$ cat src/rtl/swenc_pkg.sv
`timescale 1ns/1ps
package swenc_pkg;
  typedef enum logic [1:0] {
    CODE_ZERO = 2'b00,
    CODE_ONES = 2'b01,
    CODE_REG  = 2'b10,
    CODE_RSVD = 2'b11
  } sw_code_e;
endpackage

$ cat src/rtl/swenc_classify.sv
`timescale 1ns/1ps
module swenc_classify
  import swenc_pkg::*;
#(
  parameter int LANE_W = 8
) (
  input  logic [LANE_W-1:0] sub_in,
  output sw_code_e          code,
  output logic              is_special
);
  logic all_zero;
  logic all_one;

  assign all_zero   = ~|sub_in;
  assign all_one    = &sub_in;
  assign is_special = all_zero | all_one;

  always_comb begin
    if (all_zero)     code = CODE_ZERO;
    else if (all_one) code = CODE_ONES;
    else              code = CODE_REG;
  end
endmodule

$ cat src/rtl/swenc_lane_reg.sv
`timescale 1ns/1ps
module swenc_lane_reg
  import swenc_pkg::*;
#(
  parameter int LANE_W = 8
) (
  input  logic              clk,
  input  logic              rst,
  input  logic              code_en,
  input  sw_code_e          code_d,
  input  logic              pay_we,
  input  logic [LANE_W-1:0] pay_d,
  output sw_code_e          code_q,
  output logic [LANE_W-1:0] pay_q
);
  always_ff @(posedge clk) begin
    if (rst) begin
      code_q <= CODE_ZERO;
      pay_q  <= '0;
    end else begin
      if (code_en) code_q <= code_d;
      if (pay_we)  pay_q  <= pay_d;
    end
  end
endmodule

$ cat src/rtl/swenc_expand.sv
`timescale 1ns/1ps
module swenc_expand
  import swenc_pkg::*;
#(
  parameter int LANE_W = 8
) (
  input  sw_code_e          code,
  input  logic [LANE_W-1:0] payload,
  output logic [LANE_W-1:0] sub_out,
  output logic              bad_code
);
  always_comb begin
    bad_code = 1'b0;
    unique case (code)
      CODE_ZERO: sub_out = '0;
      CODE_ONES: sub_out = '1;
      CODE_REG:  sub_out = payload;
      default: begin
        sub_out  = '0;
        bad_code = 1'b1;
      end
    endcase
  end
endmodule

$ cat src/rtl/swenc_tally.sv
`timescale 1ns/1ps
module swenc_tally #(
  parameter int LANES = 8,
  parameter int CNT_W = 32
) (
  input  logic             clk,
  input  logic             rst,
  input  logic             take,
  input  logic [LANES-1:0] special_mask,
  output logic [CNT_W-1:0] skip_total,
  output logic [CNT_W-1:0] write_total
);
  localparam int NUM_W = $clog2(LANES + 1);

  function automatic logic [NUM_W-1:0] ones_in(input logic [LANES-1:0] m);
    logic [NUM_W-1:0] n;
    n = '0;
    for (int k = 0; k < LANES; k++) n = n + NUM_W'(m[k]);
    return n;
  endfunction

  logic [NUM_W-1:0] n_skip;
  logic [NUM_W-1:0] n_write;

  assign n_skip  = ones_in(special_mask);
  assign n_write = NUM_W'(LANES) - n_skip;

  always_ff @(posedge clk) begin
    if (rst) begin
      skip_total  <= '0;
      write_total <= '0;
    end else if (take) begin
      skip_total  <= skip_total + CNT_W'(n_skip);
      write_total <= write_total + CNT_W'(n_write);
    end
  end
endmodule

$ cat src/rtl/subword_operand_reg.sv
`timescale 1ns/1ps
module subword_operand_reg
  import swenc_pkg::*;
#(
  parameter int WORD_W = 64,
  parameter int LANE_W = 8,
  parameter int CNT_W  = 32,
  localparam int LANES = WORD_W / LANE_W
) (
  input  logic                 clk,
  input  logic                 rst,
  input  logic                 in_valid,
  input  logic [WORD_W-1:0]    in_word,
  output logic                 out_valid,
  output logic [WORD_W-1:0]    out_word,
  output logic [LANES-1:0]     lane_we,
  output logic [2*LANES-1:0]   out_codes,
  output logic [WORD_W-1:0]    lane_data,
  output logic [CNT_W-1:0]     special_count,
  output logic [CNT_W-1:0]     write_count,
  output logic                 dec_err
);
  logic [LANES-1:0] special_mask;
  logic [LANES-1:0] bad_mask;
  logic             valid_q;

  for (genvar g = 0; g < LANES; g++) begin : g_lane
    sw_code_e cls_code;
    sw_code_e held_code;

    swenc_classify #(.LANE_W(LANE_W)) u_cls (
      .sub_in     (in_word[g*LANE_W +: LANE_W]),
      .code       (cls_code),
      .is_special (special_mask[g])
    );

    assign lane_we[g] = in_valid & ~special_mask[g];

    swenc_lane_reg #(.LANE_W(LANE_W)) u_reg (
      .clk     (clk),
      .rst     (rst),
      .code_en (in_valid),
      .code_d  (cls_code),
      .pay_we  (lane_we[g]),
      .pay_d   (in_word[g*LANE_W +: LANE_W]),
      .code_q  (held_code),
      .pay_q   (lane_data[g*LANE_W +: LANE_W])
    );

    assign out_codes[2*g +: 2] = held_code;

    swenc_expand #(.LANE_W(LANE_W)) u_exp (
      .code     (held_code),
      .payload  (lane_data[g*LANE_W +: LANE_W]),
      .sub_out  (out_word[g*LANE_W +: LANE_W]),
      .bad_code (bad_mask[g])
    );
  end

  swenc_tally #(.LANES(LANES), .CNT_W(CNT_W)) u_tally (
    .clk          (clk),
    .rst          (rst),
    .take         (in_valid),
    .special_mask (special_mask),
    .skip_total   (special_count),
    .write_total  (write_count)
  );

  always_ff @(posedge clk) begin
    if (rst) valid_q <= 1'b0;
    else     valid_q <= in_valid;
  end

  assign out_valid = valid_q;
  assign dec_err   = |bad_mask;
endmodule

$ cat config.mk
export PLATFORM = sky130hd
export DESIGN_NAME = subword_operand_reg
export DESIGN_NICKNAME = d
export VERILOG_FILES = /design/src/rtl/swenc_pkg.sv /design/src/rtl/swenc_classify.sv /design/src/rtl/swenc_lane_reg.sv /design/src/rtl/swenc_expand.sv /design/src/rtl/swenc_tally.sv /design/src/rtl/subword_operand_reg.sv
export SDC_FILE = /design/constraint.sdc
export NUM_CORES = 1
export LEC_CHECK = 0
export ABC_AREA = 1
export BUFFER_PORTS_ARGS = -buffer_cell sky130_fd_sc_hd__buf_2
export CORE_MARGIN = 3
export CORE_UTILIZATION = 38
export DETAILED_ROUTE_END_ITERATION = 6
export HOLD_SLACK_MARGIN = 0.1
export MAX_ROUTING_LAYER = met4
export SYNTH_ARGS = -nofsm -noshare
export SYNTH_HDL_FRONTEND = slang
export SYNTH_SLANG_ARGS = --single-unit
$ cat constraint.sdc
create_clock -name clk -period 13.4 [get_ports clk]
set_input_delay 1.34 -clock clk [delete_from_list [all_inputs] [get_ports clk]]
set_output_delay 1.34 -clock clk [all_outputs]
set_load 0.02 [all_outputs]
==> results.cfg, run 1 <==
[outcome]
status = complete, no violations

[grt]
groute.layer.met1.usage_pct = 25.4
grt_max_degree = 66
overflow = 0
antenna_found_initial = 0
track_usage_pct = 21.2
grt_pass1_vias = 8217
grt_pass1_wl_mm = 41.7
use_met3_pct = 3.72
use_met2_pct = 37.0
grt-busiest-layer = met2

[floorplanning]
initial_utilization_pct = 38.9
ios = 285
die_h_um = 158
num_rows = 55
core-area_sq_mm = 0.0227
die_w_um = 158
dieArea_sq_mm = 0.0251

[placed_design]
post_dp_cell_area_sq_mm = 0.0104
io_buffers = 284
gp_congestion = 0.885
place_hpwl_mm = 20.7
dp_slack_ps = 7040

[synth]
synth_top_cell_by_area = dfxtp_1
yosys_register_bits = 145
synthCells = 1417
yosys-top-cells-area = dfxtp_1, nand2_1, inv_1, nor2_1, a21oi_1
synth_edf_count = 0
yosysSeqAreaShare_pct = 32.9
synth_area_per_cell_sq_um = 6.23
syn_area_sq_mm = 0.00882
synth_flop_cell = dfxtp_1
netlist-cell-type-count = 39
syn_nets = 1526
netlist.area_leader.share_pct = 32.9
async_flop_share_pct = 0
yosysWarnings = 0

[worst_setup_path]
r2r-end = u_tally.write_total[14]
cp.required_ps = 13700
cp_slowest_cell = fa_1
path_max_fanout = 10
ff2ff_path_depth = 9
crit_path_max_incr_delay_ps = 510
cp-start-kind = primary input
crit_type = primary input to flop
path_cells = buf_2 > nor4_1 > nand2_1 > nand2_1 > ha_1 > fa_1 > inv_1 > fa_1 > inv_1 > fa_1 > inv_1 > fa_1 > ha_1 > inv_1 > fa_1 > o21ai_1 > nand3_1 > inv_1 > nand2_1 > o21ai_0 > nor2_1
r2r_start = u_tally.write_total[0]
critPathCaptureType = flop
cp_data_arrival_time_ps = 6210
reg2reg_slack_ps = 11270

[route]
wirelength_mm = 27.0
first_pass_iters = 5
ant_nets = 0
drc = 0
routed_via_density = 4.77
drt-initial-drc-count = 487
dr_total_vias = 9360
wire_per_inst_um = 13.8

[finish]
area_growth_pct = 24.6
nets = 1774
fill_cells = 2452
design_area_sq_mm = 0.0110
diodes = 0
drive_gt1_share_pct = 20.3

[hold_path]
min_from = g_lane[5].u_reg.pay_q[7]
hold_path_class = flop to flop
hold_path_depth = 2
hold_end = g_lane[5].u_reg.pay_q[7]

[timing]
finalHoldViolCount = 0
finalCriticalPeriod_ps = 5900
fin_crit_sh_pct = 44.1
setup_violations = 0
tns_ps = 0
setup_ws_ps = 7500
maxSlewHeadroom_pct = 39.2
report.final.slew_viol_count = 0
worst_slew_pin_slew_ps = 912
max_freq_mhz = 169
rsz0062_at_grt = no
finalClockSkew_ps = 6.42

[clocking]
clock_sinks = 145
numCtsBuffers = 17
postCtsSetupBuffers = 0
post_cts_resized = 0
cts-hold-fix-buffers = 0
path_clk_slew_ps = 60
htreeDepth = 4
worstSkewPairLatency_ps = 410
root_buffer = clkbuf_16
cts_tree = built
cts_buffer_depth = 2

[power]
power_density_mw_per_mm2 = 104
power_mw = 1.14
ir_worst_vdd_v = 0.0000713
leakagePower_nw = 5.77

[job]
max-cap-violations = 0
[sequential cells by signal, summed over array words and instances (netlist names)]
register,flops
out_valid,1
g_lane.u_reg.pay_q,64
u_tally.write_total,32
g_lane.u_reg.code_q,16
u_tally.skip_total,32
[through the flow]
stage / hold WS, ps / utilization [%] / cells
after floorplan: 529 / - / 1417
after global placement: 468 / 45.6 / 1931
after detailed placement: 471 / 45.6 / 1931
after CTS: 481 / 48.4 / 1962
after global routing: 509 / 48.4 / 1962
final: 481 / 48.4 / 1962
[worst max path at each step]
stage / from / to / slack (ps)
2_1_floorplan: in_word[7] / u_tally.write_total[14] / 7560
3_3_place_gp: in_word[8] / u_tally.write_total[24] / 7150
3_5_place_dp: in_word[8] / u_tally.write_total[24] / 7040
4_1_cts: in_word[8] / u_tally.write_total[14] / 7490
5_1_grt: in_word[4] / u_tally.write_total[14] / 7140
6_report: in_word[8] / u_tally.write_total[14] / 7500
[report_power, final]
| part | switching, mW | internal, mW | total (mW) |
|---|---|---|---|
| clock | 0.191 | 0.331 | 0.521 |
| combinational | 0.102 | 0.0501 | 0.152 |
| sequential | 0.0162 | 0.449 | 0.465 |
| total | 0.309 | 0.829 | 1.14 |
[per-layer routing]
layer	vias to the layer above	part of all wire [%]	routed length, um
met5	-	0	0
met3	24	5.0	1360
met1	4189	44	12000
met2	229	49	13400
met4	0	1.1	295
li1	4918	-	-
[final cells by class]
| cell class | count | area (sq um) | share of cell area, % |
|---|---|---|---|
| Clock buffer | 18 | 429 | 3.90 |
| Tap cell | 285 | 357 | 3.24 |
| Multi-Input combinational cell | 956 | 4680 | 42.6 |
| Inverter | 259 | 973 | 8.86 |
| Clock inverter | 13 | 210 | 1.91 |
| Sequential cell | 145 | 2900 | 26.4 |
| Timing Repair Buffer | 286 | 1440 | 13.1 |
[cell usage after synthesis, types with 2 or more instances]
master    count
nand3b_1      2
buf_1         6
dfxtp_1     145
nor2_4        2
nand4_1      68
buf_4         9
xor2_1        7
nand2_1     370
o21ai_0      36
xnor2_1       2
fa_1          6
inv_1       254
or2_2         8
clkbuf_1     34
nor4_1       12
o211ai_1      2
buf_2         7
nor3b_1       2
o21bai_1      4
nand3_1      56
a21oi_1     120
nor2_1      190
inv_2         4
ha_1         36
nand3_2       5
nor3_1       17
[critical path: cells and delay by family]
| kind | cells | cell delay (ps) |
|---|---|---|
| adders and majority gates | 7 | 2840 |
| and+or+nand+nor | 6 | 990 |
| buffers and inverters | 6 | 540 |
| AOI/OAI and AO/OA | 2 | 490 |
[logic make-up (layout without fill, tap and decap cells)]
kind of cell	after synthesis	in the layout	synth area share (%)
and+or+nand+nor	739	739	36.0
xor gates and xnor gates	9	9	0.893
adders and majority gates	42	42	6.47
AOI/OAI and AO/OA	166	166	9.67
buffers and inverters	316	576	14.0
DFF	145	145	32.9
[layout by cell type (no fill, tap or decap), types with 2 or more instances in the layout]
cell / count
a21oi_1: 120
buf_2: 283
buf_4: 3
bufinv_16: 5
clkbuf_16: 17
clkinv_2: 3
clkinv_4: 2
clkinvlp_4: 2
dfxtp_1: 145
fa_1: 6
ha_1: 36
inv_1: 254
inv_2: 3
inv_6: 2
nand2_1: 370
nand3_1: 56
nand3_2: 5
nand3b_1: 2
nand4_1: 68
nor2_1: 190
nor2_4: 2
nor3_1: 17
nor3b_1: 2
nor4_1: 12
o211ai_1: 2
o21ai_0: 36
o21bai_1: 4
or2_2: 8
xnor2_1: 2
xor2_1: 7
(Power assumes the default switching activity.)
==> run 2, diff against run 1 <==
==> constraint.sdc (replaced) <==
create_clock -name clk -period 5.9 [get_ports clk]
set_input_delay 0.59 -clock clk [delete_from_list [all_inputs] [get_ports clk]]
set_output_delay 0.59 -clock clk [all_outputs]
set_load 0.02 [all_outputs]
==> run 2 against run 1 <==
Effect of this change: global-route usage grew 0.24 points; critical path type unchanged; sequential power rose by 130%; utilization hardly changed; critical endpoint unchanged; sequential share of layout area hardly changed.
==> results.cfg, run 2 (same netlist as run 1, synthesis figures left out) <==
[outcome]
status = complete, no violations

[finish]
drive_gt1_share_pct = 20.3
largest_reg_flops = 64
area_growth_pct = 24.6
final_common_cell = nand2_1
top_regs = g_lane.u_reg.pay_q: 64 flops, u_tally.skip_total: 32 flops, u_tally.write_total: 32 flops
nets = 1774
fin_cells = 1964
fill_cells = 2446
top_register = g_lane.u_reg.pay_q
final_core_util_pct = 48.4
design_area_sq_mm = 0.0110
final_cell_mix = nand2_1, buf_2, inv_1, nor2_1, dfxtp_1

[worst_setup_path]
crit_path_max_incr_delay_ps = 510
reg2reg_slack_ps = 3720
cp.required_ps = 6200
cp_data_arrival_time_ps = 5560
critPathCaptureType = flop
crit_type = primary input to flop
ff2ff_path_depth = 9
cp_top_family = adder cells
cp_slowest_cell = fa_1
path_max_fanout = 10
crit_cells = 21
r2r-end = u_tally.write_total[14]
path_cells = buf_2 > nor4_1 > nand2_1 > nand2_1 > ha_1 > fa_1 > inv_1 > fa_1 > inv_1 > fa_1 > inv_1 > fa_1 > ha_1 > inv_1 > fa_1 > o21ai_1 > nand3_1 > inv_1 > nand2_1 > o21ai_0 > nor2_1
critPathCapture = u_tally.write_total[14]
startpoint = in_word[0]
r2r_start = u_tally.write_total[0]
path_buf_inv = 6
cp-start-kind = primary input

[job]
max-cap-violations = 0

[power]
leakagePower_nw = 5.77
power_mw = 2.60
power_density_mw_per_mm2 = 236
ir_worst_vdd_v = 0.000142

[timing]
setup_ws_ps = 639
tns_ps = 0
worst_slew_pin_slew_ps = 898
report.final.slew_viol_count = 0
setup_violations = 0
finalCriticalPeriod_ps = 5260
finalHoldViolCount = 0
max_freq_mhz = 190
finalClockSkew_ps = 15.5
fin_crit_sh_pct = 89.2
rsz0062_at_grt = no
maxSlewHeadroom_pct = 40.1
hold_ws_ps = 433

[floorplanning]
dieArea_sq_mm = 0.0251
die_h_um = 158
initial_utilization_pct = 38.9
num_rows = 55
core-area_sq_mm = 0.0227
ios = 285
die_w_um = 158

[grt]
grt_pass1_wl_mm = 42.2
grt_max_degree = 65
antenna_found_initial = 1
overflow = 0
track_usage_pct = 21.4
grt_pass1_vias = 8508

[clocking]
root_buffer = clkbuf_16
clock_sinks = 145
post_cts_resized = 0
numCtsBuffers = 17
postCtsSetupBuffers = 0
cts_tree = built
worstSkewPairLatency_ps = 420
cts-hold-fix-buffers = 0
path_clk_slew_ps = 60
cts_buffer_depth = 2
htreeDepth = 4

[route]
wirelength_mm = 26.8
first_pass_iters = 5
wl_met2_mm = 13.0
wirelength_met1_mm = 12.0
routed_via_density = 4.77
drt-initial-drc-count = 426
top_layer_used = met4
drc = 0
wire_per_inst_um = 13.7
met3_wirelength_mm = 1.30
ant_nets = 0
dr_total_vias = 9364

[placed_design]
io_buffers = 284
post_dp_cell_area_sq_mm = 0.0104
dp_slack_ps = 237
place_hpwl_mm = 20.6
gp_congestion = 0.886
dpl.cell_count = 1931

[hold_path]
hold_path_class = primary input to flop
hold_path_depth = 3
## run 2: cell types whose count changed in the layout (fill, tap and decap cells not counted)
cell	previous run	this run
clkinvlp_4	2	3
diode_2	0	1
clkinv_4	2	1
clkbuf_1	1	2
## run 2: area by class of cell
type | count | area (sq um) | area share (%)
clock inverters | 13 | 209 | 1.90
repair buffers | 286 | 1440 | 13.1
multi-input cells | 956 | 4680 | 42.6
diodes | 1 | 2.50 | 0.0228
well taps | 285 | 357 | 3.24
inverters | 259 | 973 | 8.85
clock buffers | 19 | 433 | 3.94
flip-flops and latches | 145 | 2900 | 26.4
## run 2: where the power goes
| group | internal (mW) | switching, mW |
|---|---|---|
| combinational | 0.114 | 0.232 |
| clock | 0.753 | 0.443 |
| sequential | 1.02 | 0.0366 |
## run 2: how the worst min path moves through the flow
stage                             startpoint                        to  slack [ps]
global placement    g_lane[5].u_reg.pay_q[7]  g_lane[5].u_reg.pay_q[7]         470
CTS                              in_word[56]  g_lane[7].u_reg.pay_q[0]         410
global route                     in_word[45]  g_lane[5].u_reg.pay_q[5]         430
floorplan             u_tally.write_total[8]    u_tally.write_total[8]         530
detailed placement    u_tally.write_total[8]    u_tally.write_total[8]         470
finish                           in_word[50]  g_lane[6].u_reg.pay_q[2]         430
## run 2: per-layer routing
| metal | GRT usage [%] | vias up |
|---|---|---|
| met2 | 37.0 | 236 |
| met3 | 3.59 | 41 |
| met1 | 25.5 | 4163 |
| met5 | - | - |
| met4 | 7.05 | 0 |
| li1 | - | 4924 |
## run 2: worst min-delay path, stage by stage
cell,delay (ps)
buf_2,100
nor2_1,40
nor2_1,80
